`src/rtl/ocpl_pkg.sv`:
```
package ocpl_pkg;

    // Outcome of the period in progress.
    typedef enum logic [1:0] {
        PK_IDLE     = 2'd0,
        PK_SKIPPED  = 2'd1,
        PK_CONDUCT  = 2'd2,
        PK_CUT      = 2'd3
    } period_kind_e;

    // Bits needed to hold values 0..maxv.
    function automatic int unsigned width_for(input int unsigned maxv);
        return (maxv < 1) ? 1 : $clog2(maxv + 1);
    endfunction

    // Adaptive level step: up on fault (saturating), down when clean (floored).
    function automatic int unsigned next_level(input int unsigned cur,
                                               input logic        over,
                                               input int unsigned ceil);
        if (over)
            return (cur >= ceil) ? ceil : cur + 1;
        return (cur == 0) ? 0 : cur - 1;
    endfunction

endpackage

```
`src/rtl/ocpl_sync.sv`:
```
module ocpl_sync #(
    parameter int STAGES = 2
) (
    input  logic clk,
    input  logic rst,
    input  logic d,
    output logic q
);
    logic [STAGES-1:0] chain;

    generate
        if (STAGES == 1) begin : g_single
            always_ff @(posedge clk) begin
                if (rst) chain <= '0;
                else     chain <= d;
            end
        end else begin : g_multi
            always_ff @(posedge clk) begin
                if (rst) chain <= '0;
                else     chain <= {chain[STAGES-2:0], d};
            end
        end
    endgenerate

    assign q = chain[STAGES-1];
endmodule

```
`src/rtl/ocpl_blank_timer.sv`:
```
module ocpl_blank_timer
    import ocpl_pkg::*;
#(
    parameter int BLANK_CYC = 50,
    localparam int CW = width_for(BLANK_CYC)
) (
    input  logic clk,
    input  logic rst,
    input  logic start,
    input  logic arm,
    output logic eval_now,
    output logic sense_open
);
    logic [CW-1:0] cnt_q;
    logic          blanking_q;

    always_ff @(posedge clk) begin
        if (rst) begin
            cnt_q      <= '0;
            blanking_q <= 1'b0;
        end else if (start) begin
            cnt_q      <= CW'(BLANK_CYC - 1);
            blanking_q <= arm;
        end else if (blanking_q) begin
            if (cnt_q == '0) blanking_q <= 1'b0;
            else             cnt_q      <= cnt_q - 1'b1;
        end
    end

    // Last blanking cycle: the single sampling point of the period.
    assign eval_now   = blanking_q && (cnt_q == '0) && !start;
    assign sense_open = !blanking_q && !start;


    eval_single_chk: assert property (@(posedge clk) disable iff (rst)
        eval_now |=> !eval_now);
endmodule

```
`src/rtl/ocpl_skip_ctr.sv`:
```
module ocpl_skip_ctr
    import ocpl_pkg::*;
#(
    parameter int SKIP_MAX = 7,
    parameter int LVL_W    = 3
) (
    input  logic             clk,
    input  logic             rst,
    input  logic             period_start,
    input  logic             eval_now,
    input  logic             over,
    output logic             skip_now,
    output logic [LVL_W-1:0] level
);
    logic [LVL_W-1:0] lvl_q;
    logic [LVL_W-1:0] left_q;
    logic [LVL_W-1:0] lvl_n;

    always_comb begin
        lvl_n = LVL_W'(next_level(32'(lvl_q), over, SKIP_MAX));
    end

    assign skip_now = period_start && (left_q != '0);
    assign level    = lvl_q;

    always_ff @(posedge clk) begin
        if (rst) begin
            lvl_q  <= '0;
            left_q <= '0;
        end else if (period_start) begin
            if (left_q != '0) left_q <= left_q - 1'b1;
        end else if (eval_now) begin
            lvl_q <= lvl_n;
            if (over) left_q <= lvl_n;
        end
    end


    level_cap_chk: assert property (@(posedge clk) disable iff (rst)
        32'(lvl_q) <= SKIP_MAX);


    level_step_chk: assert property (@(posedge clk) disable iff (rst)
        (lvl_q != $past(lvl_q)) |->
            ((lvl_q == $past(lvl_q) + 1'b1) || (lvl_q + 1'b1 == $past(lvl_q))));


    skip_budget_chk: assert property (@(posedge clk) disable iff (rst)
        left_q <= lvl_q);
endmodule

```
`src/rtl/ocp_pulse_limiter.sv`:
```
module ocp_pulse_limiter
    import ocpl_pkg::*;
#(
    parameter int  BLANK_CYC   = 50,
    parameter int  SKIP_MAX    = 7,
    parameter int  SYNC_STAGES = 2,
    localparam int LVL_W       = width_for(SKIP_MAX)
) (
    input  logic             clk,
    input  logic             rst,
    input  logic             period_start,
    input  logic             pwm_req,
    input  logic             oc_raw,
    output logic             drive_out,
    output logic [LVL_W-1:0] skip_count,
    output logic             limit_active
);
    logic         oc_sync;
    logic         skip_now;
    logic         eval_now;
    logic         sense_open;
    period_kind_e kind_q;

    ocpl_sync #(.STAGES(SYNC_STAGES)) u_sync (
        .clk (clk),
        .rst (rst),
        .d   (oc_raw),
        .q   (oc_sync)
    );

    ocpl_blank_timer #(.BLANK_CYC(BLANK_CYC)) u_blank (
        .clk        (clk),
        .rst        (rst),
        .start      (period_start),
        .arm        (!skip_now),
        .eval_now   (eval_now),
        .sense_open (sense_open)
    );

    ocpl_skip_ctr #(.SKIP_MAX(SKIP_MAX), .LVL_W(LVL_W)) u_skip (
        .clk          (clk),
        .rst          (rst),
        .period_start (period_start),
        .eval_now     (eval_now),
        .over         (oc_sync),
        .skip_now     (skip_now),
        .level        (skip_count)
    );

    always_ff @(posedge clk) begin
        if (rst) begin
            kind_q <= PK_IDLE;
        end else if (period_start) begin
            kind_q <= skip_now ? PK_SKIPPED : PK_CONDUCT;
        end else if (kind_q == PK_CONDUCT && (eval_now || sense_open) && oc_sync) begin
            kind_q <= PK_CUT;
        end
    end

    assign drive_out    = pwm_req && (kind_q == PK_CONDUCT);
    assign limit_active = (skip_count != '0) || (kind_q == PK_CUT);


    skip_blocks_drive_chk: assert property (@(posedge clk) disable iff (rst)
        skip_now |=> !drive_out);


    rise_needs_cut_chk: assert property (@(posedge clk) disable iff (rst)
        (skip_count > $past(skip_count)) |-> (kind_q == PK_CUT));


    cut_drive_low_chk: assert property (@(posedge clk) disable iff (rst)
        (kind_q == PK_CUT) |-> (!drive_out && limit_active));
endmodule

```
`config.mk`:
```
export PLATFORM = sky130hd
export DESIGN_NAME = ocp_pulse_limiter
export DESIGN_NICKNAME = d
export VERILOG_FILES = /design/src/rtl/ocpl_pkg.sv /design/src/rtl/ocpl_sync.sv /design/src/rtl/ocpl_blank_timer.sv /design/src/rtl/ocpl_skip_ctr.sv /design/src/rtl/ocp_pulse_limiter.sv
export SDC_FILE = /design/constraint.sdc
export NUM_CORES = 1
export LEC_CHECK = 0
export ABC_AREA = 1
export BUFFER_PORTS_ARGS = -buffer_cell sky130_fd_sc_hd__buf_4
export CORE_AREA = 4 4 42 63
export DETAILED_ROUTE_END_ITERATION = 8
export DIE_AREA = 0 0 46 67
export PLACE_DENSITY = 0.71
export SYNTH_ARGS = -nofsm -noshare
export SYNTH_HDL_FRONTEND = slang
export SYNTH_SLANG_ARGS = --single-unit
```
`constraint.sdc`:
```
create_clock -name clk -period 1.45 [get_ports clk]
set_clock_uncertainty 0.15 [all_clocks]
set_input_delay 0.29 -clock clk [delete_from_list [all_inputs] [get_ports clk]]
set_output_delay 0.29 -clock clk [all_outputs]
set_load 0.02 [all_outputs]
```
==> results of run 1 <==
## logic make-up (layout without fill, tap and decap cells)
group | after synthesis | after routing | synth area share [%]
DFF | 17 | 17 | 32.6
adders and majority gates | 8 | 8 | 9.59
xor gates and xnor gates | 1 | 1 | 0.839
AOI/OAI and AO/OA | 23 | 23 | 13.1
buffers and inverters | 35 | 62 | 13.4
and+or+nand+nor | 72 | 72 | 30.5
## cell type report
type / count / share of cell area [%]
multi-input cells: 104 / 46.9
flip-flops and latches: 17 / 24.5
repair buffers: 26 / 15.7
inverters: 32 / 8.92
well taps: 23 / 2.01
clock buffers: 3 / 1.57
clock inverters: 1 / 0.350
## synth_stat cells, types with 3 or more instances
cell	n	area [sq um]
nand4_1	3	18.8
dfxtp_1	17	340
ha_1	8	100
o21ai_0	7	35.0
inv_1	30	113
o21ai_1	3	15.0
nand2_1	30	113
nand3_1	14	70.1
a21oi_1	5	25.0
a31oi_1	3	18.8
nor2_1	17	63.8
## state kept, by name, summed over array words and instances (netlist names)
name / flops
u_sync.chain: 2
u_skip.left_q: 3
u_blank.blanking_q: 1
u_blank.cnt_q: 6
u_skip.level: 3
kind_q: 2
## per-stage QoR
step                cell area, sq um  utilization [%]  setup WS (ns)  cells
floorplan                       1070                -      0.0000521    156
global placement                1200             55.9        -0.0507    193
detailed placement              1200             55.9        -0.0615    193
CTS                             1330             61.7         -0.197    201
global route                    1430             66.4         -0.219    206
finish                          1430             66.4         -0.187    206
## where the power goes
part           leakage [uW]  internal [uW]  total [uW]  switching, uW
Combinational      0.000539            186         405            219
Clock             0.0000177            103         252            149
Sequential         0.000142            505         537           32.4
Total              0.000699            793        1190            401
## layer usage
metal	global-route usage, %	up-vias
li1	-	551
met5	0	-
met2	38.8	10
met1	17.3	486
met4	8.19	0
met3	1.89	8
## worst max-delay path: stages (launching register included)
cell,delay (ns)
dfxtp_4,0.37
inv_4,0.06
ha_4,0.14
nand2_4,0.04
o21bai_4,0.16
buf_6,0.13
## repair_timing
action                                  in CTS  in global routing
pin swaps                                    4                  5
buffers inserted                             4                  5
endpoints found under the setup margin      12                 16
gates resized for setup                     21                 17
## path summary, 6_finish.rpt
path	startpoint	endpoint	cells after the start
worst min-delay path	oc_raw	u_sync.chain[0]$_SDFF_PP0_	3
worst max-delay path	u_skip.level[0]$_SDFFE_PP0P_	limit_active	5
worst max register to register	u_skip.level[0]$_SDFFE_PP0P_	u_skip.left_q[1]$_SDFFE_PP0P_	11
worst min register to register	u_sync.chain[0]$_SDFF_PP0_	u_sync.chain[1]$_SDFF_PP0_	2
==> metrics.yaml, run 1 <==
rsz0062_at_grt: "yes"
worstMarginPinSlew_ns: 0.300
clock_latency_ns: 0.29
regArea_sq_um: 350
setup_viol: 9
wire_per_inst_um: 12.4
htreeDepth: 1
min_period_ns: 1.64
die_y_um: 67
grt_pass1_wl_mm: 4.35
num_antenna_cells: 0
grt_remaining_overflow: 0
hold_buffers: 0
synth.net_count: 169
vias: 1055
fillers: 193
grt_use_total_pct: 19.1
firstDrtPassIters: 4
arrival_ns: 1.20
core_sq_um: 2150
fin_ws_ns: -0.187
drt_iter0_drc: 11
start_util_pct: 48.4
worst_ir_drop_vdd_uv: 659
violations: "negative setup slack"
cts_root_buffer: "clkbuf_4"
crit_required_ns: 1.01
cts-buffers-inserted: 3
rows: 21
synth_cell_types: 26
async_reset_ff_share_pct: 0
slew_headroom_pct: 80.0
clk_pin_slew_ns: 0.10
totalWireLength_mm: 2.55
hold_violations: 0
dp_hpwl_mm: 1.86
fin_crit_sh_pct: 113
dr_wl_met2_mm: 1.52
leakagePower_uw: 0.000699
dieArea_sq_um: 3080
drive_gt1_share_pct: 33.3
slew_violations: 0
critPathLaunchType: "flip-flop"
avgSynthCellArea_sq_um: 6.69
syn_area_sq_um: 1040
gp_congestion: 0.888
ios: 10
maxCapViolCount: 0
vias_per_cell: 5.12
crit_type: "flip-flop to output port"
wl_met3_um: 40
netlist_instances: 156
final_antenna_net_count: 0
cp_max_fo: 2
grt_pass1_vias: 1059
multi_input_area_sq_um: 671
synth-seq-cells: 17
grt_max_degree: 12
cts_tree: "built"
synth_flop_cell: "dfxtp_1"
yosysWarnings: 0
nets: 197
die_width_um: 46
setup_tns_ns: -0.688
antenna_found_initial: 0
outcome: "complete, but fails checks"
clock_sinks: 17
powerDensity_nw_per_um2: 834
area_growth_pct: 37.1
total_power_uw: 1190
route.detailed.drc: 0
worst_hold_slack_ns: 0.0560
met1Wirelength_um: 922
clock_path_buffers: 2
top_layer: "met4"
final_cell_mix: "inv_1, nand2_1, buf_4"
cp-end-kind: "output port"
r2r_setup_slack_ns: -0.11
synth_edf_count: 0
hp-class: "input pin to flip-flop"
io_buffer_count: 9
max_freq_ghz: 0.611
yosysSeqAreaShare_pct: 32.6
Power figures use the tool's default switching activity.
==> run 2: changes to the inputs <==
--- a/config.mk
+++ b/config.mk
@@ -10,6 +10,7 @@
 export CORE_AREA = 4 4 42 63
 export DETAILED_ROUTE_END_ITERATION = 8
 export DIE_AREA = 0 0 46 67
+export HOLD_SLACK_MARGIN = 0.15
 export PLACE_DENSITY = 0.71
 export SYNTH_ARGS = -nofsm -noshare
 export SYNTH_HDL_FRONTEND = slang
==> metrics.yaml, run 2 (same netlist as run 1, synthesis figures left out) <==
clk_pin_slew_ns: 0.10  # about the same
leakagePower_uw: 0.000707  # +1.2%
crit_required_ns: 1.01  # about the same
io_buffer_count: 9  # unchanged
core_sq_um: 2150  # unchanged
fin_ws_ns: -0.188  # -0.000226 ns
final_area_sq_um: 1450  # +1.6%
outcome: "complete, but fails checks"
vias: 1054  # -0.095%
clock_sinks: 17  # unchanged
worst_ir_drop_vdd_uv: 660  # +0.22%
final_cell_mix: "inv_1, nand2_1, buf_4"
nets: 199  # +1.0%
rows: 21  # unchanged
min_period_ns: 1.64  # +0.000226 ns
grt_remaining_overflow: 0  # unchanged
grt_use_total_pct: 19.2  # +0.053 points
cp_max_fo: 2  # unchanged
max_freq_ghz: 0.611  # about the same
start_util_pct: 48.4  # unchanged
final_antenna_net_count: 0  # unchanged
totalWireLength_mm: 2.54  # -0.24%
cts_tree: "built"
hp-class: "input pin to flip-flop"
rsz0062_at_grt: "yes"
firstDrtPassIters: 4  # unchanged
wire_per_inst_um: 12.2  # -1.2%
grt_max_degree: 12  # unchanged
violations: "negative setup slack"
dieArea_sq_um: 3080  # unchanged
powerDensity_nw_per_um2: 825  # -1.1%
cts-buffers-inserted: 3  # unchanged
slew_headroom_pct: 80.0  # about the same
cts_root_buffer: "clkbuf_4"
dp_hpwl_mm: 1.86  # unchanged
clock_path_buffers: 2  # unchanged
critPathLaunchType: "flip-flop"
fin_util_pct: 67.4  # +1.0 points
cp-end-kind: "output port"
hold_violations: 0  # unchanged
largest_reg_flops: 6  # unchanged
setup_tns_ns: -0.687  # +0.000878 ns
vias_per_cell: 5.07  # -1.1%
maxCapViolCount: 0  # unchanged
htreeDepth: 1  # unchanged
clock_latency_ns: 0.29  # about the same
pre_cts_ws_ns: -0.0615  # unchanged
die_y_um: 67  # unchanged
drive_gt1_share_pct: 33.5  # +0.18 points
fin_crit_sh_pct: 113  # about the same
worst_hold_slack_ns: 0.187  # +0.131 ns
die_width_um: 46  # unchanged
num_antenna_cells: 0  # unchanged
multi_input_area_sq_um: 673  # +0.37%
setup_viol: 9  # unchanged
regMostFlops: "u_blank.cnt_q"
crit_type: "flip-flop to output port"
fillers: 192  # -0.52%
grt_pass1_vias: 1066  # +0.66%
worstMarginPinSlew_ns: 0.299  # -0.000554 ns
antenna_found_initial: 0  # unchanged
arrival_ns: 1.20  # about the same
ios: 10  # unchanged
route.detailed.drc: 0  # unchanged
area_growth_pct: 39.2
gp_congestion: 0.888  # unchanged
placedInstanceArea_sq_um: 1200  # unchanged
slew_violations: 0  # unchanged
grt_pass1_wl_mm: 4.37  # +0.32%
drt_iter0_drc: 4  # -7
regArea_sq_um: 350  # unchanged
## run 2: final timing paths
path / from / to / slack, ns / cells after the start
worst max-delay path: u_skip.level[0]$_SDFFE_PP0P_ / limit_active / -0.19 / 5
worst min-delay path: period_start / u_blank.cnt_q[2]$_SDFFE_PP0P_ / 0.19 / 4
worst max register to register: u_skip.level[0]$_SDFFE_PP0P_ / u_skip.left_q[1]$_SDFFE_PP0P_ / -0.11 / 11
worst min register to register: u_sync.chain[0]$_SDFF_PP0_ / u_sync.chain[1]$_SDFF_PP0_ / 0.28 / 2
## run 2: per-layer routing
metal | vias up | part of all wire, % | GRT usage (%)
li1 | 552 | - | -
met1 | 488 | 37 | 17.5
met2 | 8 | 60 | 38.8
met3 | 6 | 1.3 | 1.89
met4 | 0 | 1.8 | 8.19
met5 | - | 0 | 0
## run 2: final cells by class
class                   count  share of cell area [%]
multi-input cells         104                    46.3
clock buffers               3                    1.55
repair buffers             28                    16.9
clock inverters             1                   0.345
flip-flops and latches     17                    24.1
well taps                  23                    1.98
inverters                  32                    8.79
## run 2: where the power goes
| group | internal (uW) | switching [uW] | leakage, uW |
|---|---|---|---|
| clock network | 103 | 149 | 0.0000177 |
| logic | 189 | 220 | 0.000548 |
| registers | 505 | 32.7 | 0.000142 |
## run 2: worst max-delay path, stage by stage, from the launching register on
cell      delay, ns
dfxtp_4        0.37
inv_4          0.06
ha_4           0.14
nand2_4        0.04
o21bai_4       0.16
buf_6          0.13
## run 2: metrics by stage
step,total power [uW],std cells
floorplan,768,156
global placement,856,193
detailed placement,868,193
CTS,1160,203
global route,1280,208
finish,1200,208
## run 2: what timing repair did
action,4_1_cts,5_1_grt
endpoints found under the hold margin,8,0
hold buffers,2,0
endpoints found under the setup margin,12,16
buffers inserted,4,5
resized for setup,21,18
pin swaps,4,5
==> run 3: changes to the inputs <==
--- a/config.mk
+++ b/config.mk
@@ -5,11 +5,10 @@
 export SDC_FILE = /design/constraint.sdc
 export NUM_CORES = 1
 export LEC_CHECK = 0
-export ABC_AREA = 1
 export BUFFER_PORTS_ARGS = -buffer_cell sky130_fd_sc_hd__buf_4
-export CORE_AREA = 4 4 42 63
+export CORE_AREA = 4 4 49 51
 export DETAILED_ROUTE_END_ITERATION = 8
-export DIE_AREA = 0 0 46 67
+export DIE_AREA = 0 0 53 55
 export HOLD_SLACK_MARGIN = 0.15
 export PLACE_DENSITY = 0.71
 export SYNTH_ARGS = -nofsm -noshare
==> metrics.yaml, run 3 <==
outcome: "complete, but fails checks"
violations: "negative setup slack"
rr_startpoint: "u_blank.cnt_q[4]$_SDFFE_PP0P_"
final_antenna_net_count: 0  # unchanged
rsz0062_at_grt: "yes"
fin_util_pct: 84.6  # +17 points
final_area_sq_um: 1640  # +13%
timing.reg2reg.worst_path_depth: 7  # -4
synth-simple-area-share_pct: 27.1  # -3.4 points
cts_tree: "built"
synth_most_common_cell: "dfxtp_1"
fin_ws_ns: -0.628  # -0.440 ns
dieArea_sq_um: 2920  # -5.4%
syn_area_sq_um: 966  # -7.4%
htreeDepth: 1  # unchanged
clock_path_buffers: 2  # unchanged
async_reset_ff_share_pct: 0  # unchanged
crit_required_ns: 1.50  # +0.49 ns
dp_hpwl_mm: 1.71  # -8.2%
start_util_pct: 49.7  # +1.3 points
synthXorXnorAreaFrac_pct: 2.72  # +1.9 points
yosysWarnings: 0  # unchanged
clock_sinks: 17  # unchanged
slew_headroom_pct: 64.8  # -15 points
worst_ir_drop_vdd_uv: 1000  # +52%
route.detailed.drc: 0  # unchanged
cp_max_fo: 3  # +1
firstDrtPassIters: 4  # unchanged
synth_flop_cell: "dfxtp_1"
grt_pass1_wl_mm: 5.09  # +17%
avgSynthCellArea_sq_um: 8.78  # +31%
min_period_ns: 2.08  # +0.440 ns
grt_max_degree: 18  # +6
worstMarginPinSlew_ns: 0.525  # +0.226 ns
io_buffer_count: 9  # unchanged
yosys.area.top_type: "dfxtp_1"
num_antenna_cells: 0  # unchanged
r2r-end: "u_skip.level[0]$_SDFFE_PP0P_"
largest_reg_flops: 6  # unchanged
grt_use_total_pct: 24.8  # +5.6 points
synthMuxAreaShare_pct: 1.17  # +1.2 points
area_growth_pct: 70.1
synth_edf_count: 0  # unchanged
grt_pass1_vias: 1110  # +4.1%
leakagePower_uw: 0.000669  # -5.4%
core_sq_um: 1940  # -9.9%
totalWireLength_mm: 3.44  # +35%
drt_iter0_drc: 30  # +26
cp-end-kind: "flip-flop"
powerDensity_nw_per_um2: 1150  # +39%
vias: 1069  # +1.4%
vias_per_cell: 5.75  # +13%
grt_remaining_overflow: 0  # unchanged
critPathLaunchType: "flip-flop"
slew_violations: 0  # unchanged
drive_gt1_share_pct: 57.9  # +24 points
clock_latency_ns: 0.31  # +0.02 ns
rows: 16  # -24%
synthTopCellsByCount: "dfxtp_1, nand2_1, ha_1, inv_1, a21oi_1"
synth.net_count: 123  # -27%
synth_cell_types: 41  # +58%
ios: 10  # unchanged
yosysSeqAreaShare_pct: 35.2  # +2.6 points
synth_top_family_by_area: "simple AND/OR/NAND/NOR gates"
holdCritStartpoint: "rst"
nets: 173  # -13%
hp-class: "input pin to flip-flop"
gp_congestion: 0.829  # -6.7%
synth-seq-cells: 17  # unchanged
antenna_found_initial: 0  # unchanged
maxCapViolCount: 0  # unchanged
ys_top_cells_by_area: "dfxtp_1, ha_1, a21oi_1"
arrival_ns: 2.13  # +0.93 ns
clk_pin_slew_ns: 0.11  # about the same
r2r_setup_slack_ns: -0.63  # -0.52 ns
max_freq_ghz: 0.481  # -21%
synth_adder_area_share_pct: 10.4  # +0.77 points
final_common_cell: "buf_4"
die_y_um: 55  # -18%
min_path_cells: 2  # -2
synth.top_cell.area_share_pct: 35.2  # +2.6 points
synth_compound_area_share_pct: 19.2  # +6.1 points
regMostFlops: "u_blank.cnt_q"
fillers: 99  # -48%
crit_type: "flip-flop to flip-flop"
fin_crit_sh_pct: 143  # +30 points
hold_violations: 0  # unchanged
cts_root_buffer: "clkbuf_4"
wire_per_inst_um: 18.5  # +51%
die_width_um: 53  # +15%
total_power_uw: 1880  # +57%
cts-buffers-inserted: 3  # unchanged
final_cell_mix: "buf_4, buf_6, dfxtp_2"
placedInstanceArea_sq_um: 1290  # +7.0%
netlist_instances: 110  # -29%
pre_cts_ws_ns: -0.578  # -0.516 ns
setup_viol: 15  # +6
min_to: "u_blank.cnt_q[0]$_SDFFE_PP0P_"
run 3: changes by cell type in the layout (fill, tap and decap cells not counted), moves of 6 or more:
| cell | change |
|---|---|
| nand2_1 | -17 |
| inv_1 | -21 |
| buf_4 | +16 |
| dfxtp_2 | +7 |
| o21ai_0 | -6 |
| nor2_1 | -10 |
| nand3_1 | -7 |
run 3: critical path: stages, from the launching register on:
cell and delay (ns):
dfxtp_2 0.34, or4b_4 0.56, buf_6 0.14, or3_4 0.39
buf_4 0.15, buf_6 0.11, nand2_1 0.07, a21oi_1 0.06
run 3: what timing repair did:
action                                  4_1_cts  5_1_grt
setup buffers                                 5        8
hold endpoints to repair                      1        0
hold buffers                                  1        0
endpoints found under the setup margin       15       17
gates resized for setup                      36       19
pin swaps                                    11       16
run 3: area by class of cell:
type | instances | area (sq um) | share of cell area (%)
Sequential cell | 17 | 352 | 21.4
Multi-Input combinational cell | 82 | 796 | 48.4
Inverter | 9 | 33.8 | 2.06
Clock inverter | 1 | 5.00 | 0.305
Clock buffer | 3 | 22.5 | 1.37
Tap cell | 27 | 33.8 | 2.06
Timing Repair Buffer | 47 | 400 | 24.4
run 3: power by group:
group          internal [uW]  switching (uW)
Sequential               554            56.0
Clock                    103             169
Combinational            505             496
run 3: kinds of logic after synthesis:
family,Yosys count
simple gates,44
compound gates,26
flops,17
buf+inv,11
fa+ha+maj,8
xor+xnor,3
mux,1
run 3: worst max path at each step:
| stage | start | end | slack, ns | cells past startpoint |
|---|---|---|---|---|
| 4_1_cts | u_blank.cnt_q[2]$_SDFFE_PP0P_ | u_skip.left_q[1]$_SDFFE_PP0P_ | -0.60 | 4 |
| 5_1_grt | u_blank.cnt_q[4]$_SDFFE_PP0P_ | u_skip.level[0]$_SDFFE_PP0P_ | -0.67 | 7 |
| 3_5_place_dp | u_blank.cnt_q[2]$_SDFFE_PP0P_ | u_skip.left_q[0]$_SDFFE_PP0P_ | -0.58 | 4 |
| 3_3_place_gp | u_blank.cnt_q[2]$_SDFFE_PP0P_ | u_skip.left_q[0]$_SDFFE_PP0P_ | -0.55 | 4 |
| 2_1_floorplan | u_blank.cnt_q[2]$_SDFFE_PP0P_ | u_skip.left_q[0]$_SDFFE_PP0P_ | -0.56 | 4 |
| 6_report | u_blank.cnt_q[4]$_SDFFE_PP0P_ | u_skip.level[0]$_SDFFE_PP0P_ | -0.63 | 7 |
run 3: per-layer routing:
metal	vias up	GRT usage, %	wire length, um
li1	496	-	-
met1	507	25.3	1280
met2	47	45.7	1730
met3	19	4.02	244
met4	0	18.7	188
met5	-	0	0
run 3: per-stage QoR:
step / instances / TNS, ns / hold slack (ns)
floorplan: 110 / -2.89 / 0.212
global placement: 172 / -4.57 / 0.280
detailed placement: 172 / -4.87 / 0.294
CTS: 182 / -4.61 / 0.156
global route: 186 / -6.21 / 0.166
finish: 186 / -5.43 / 0.171
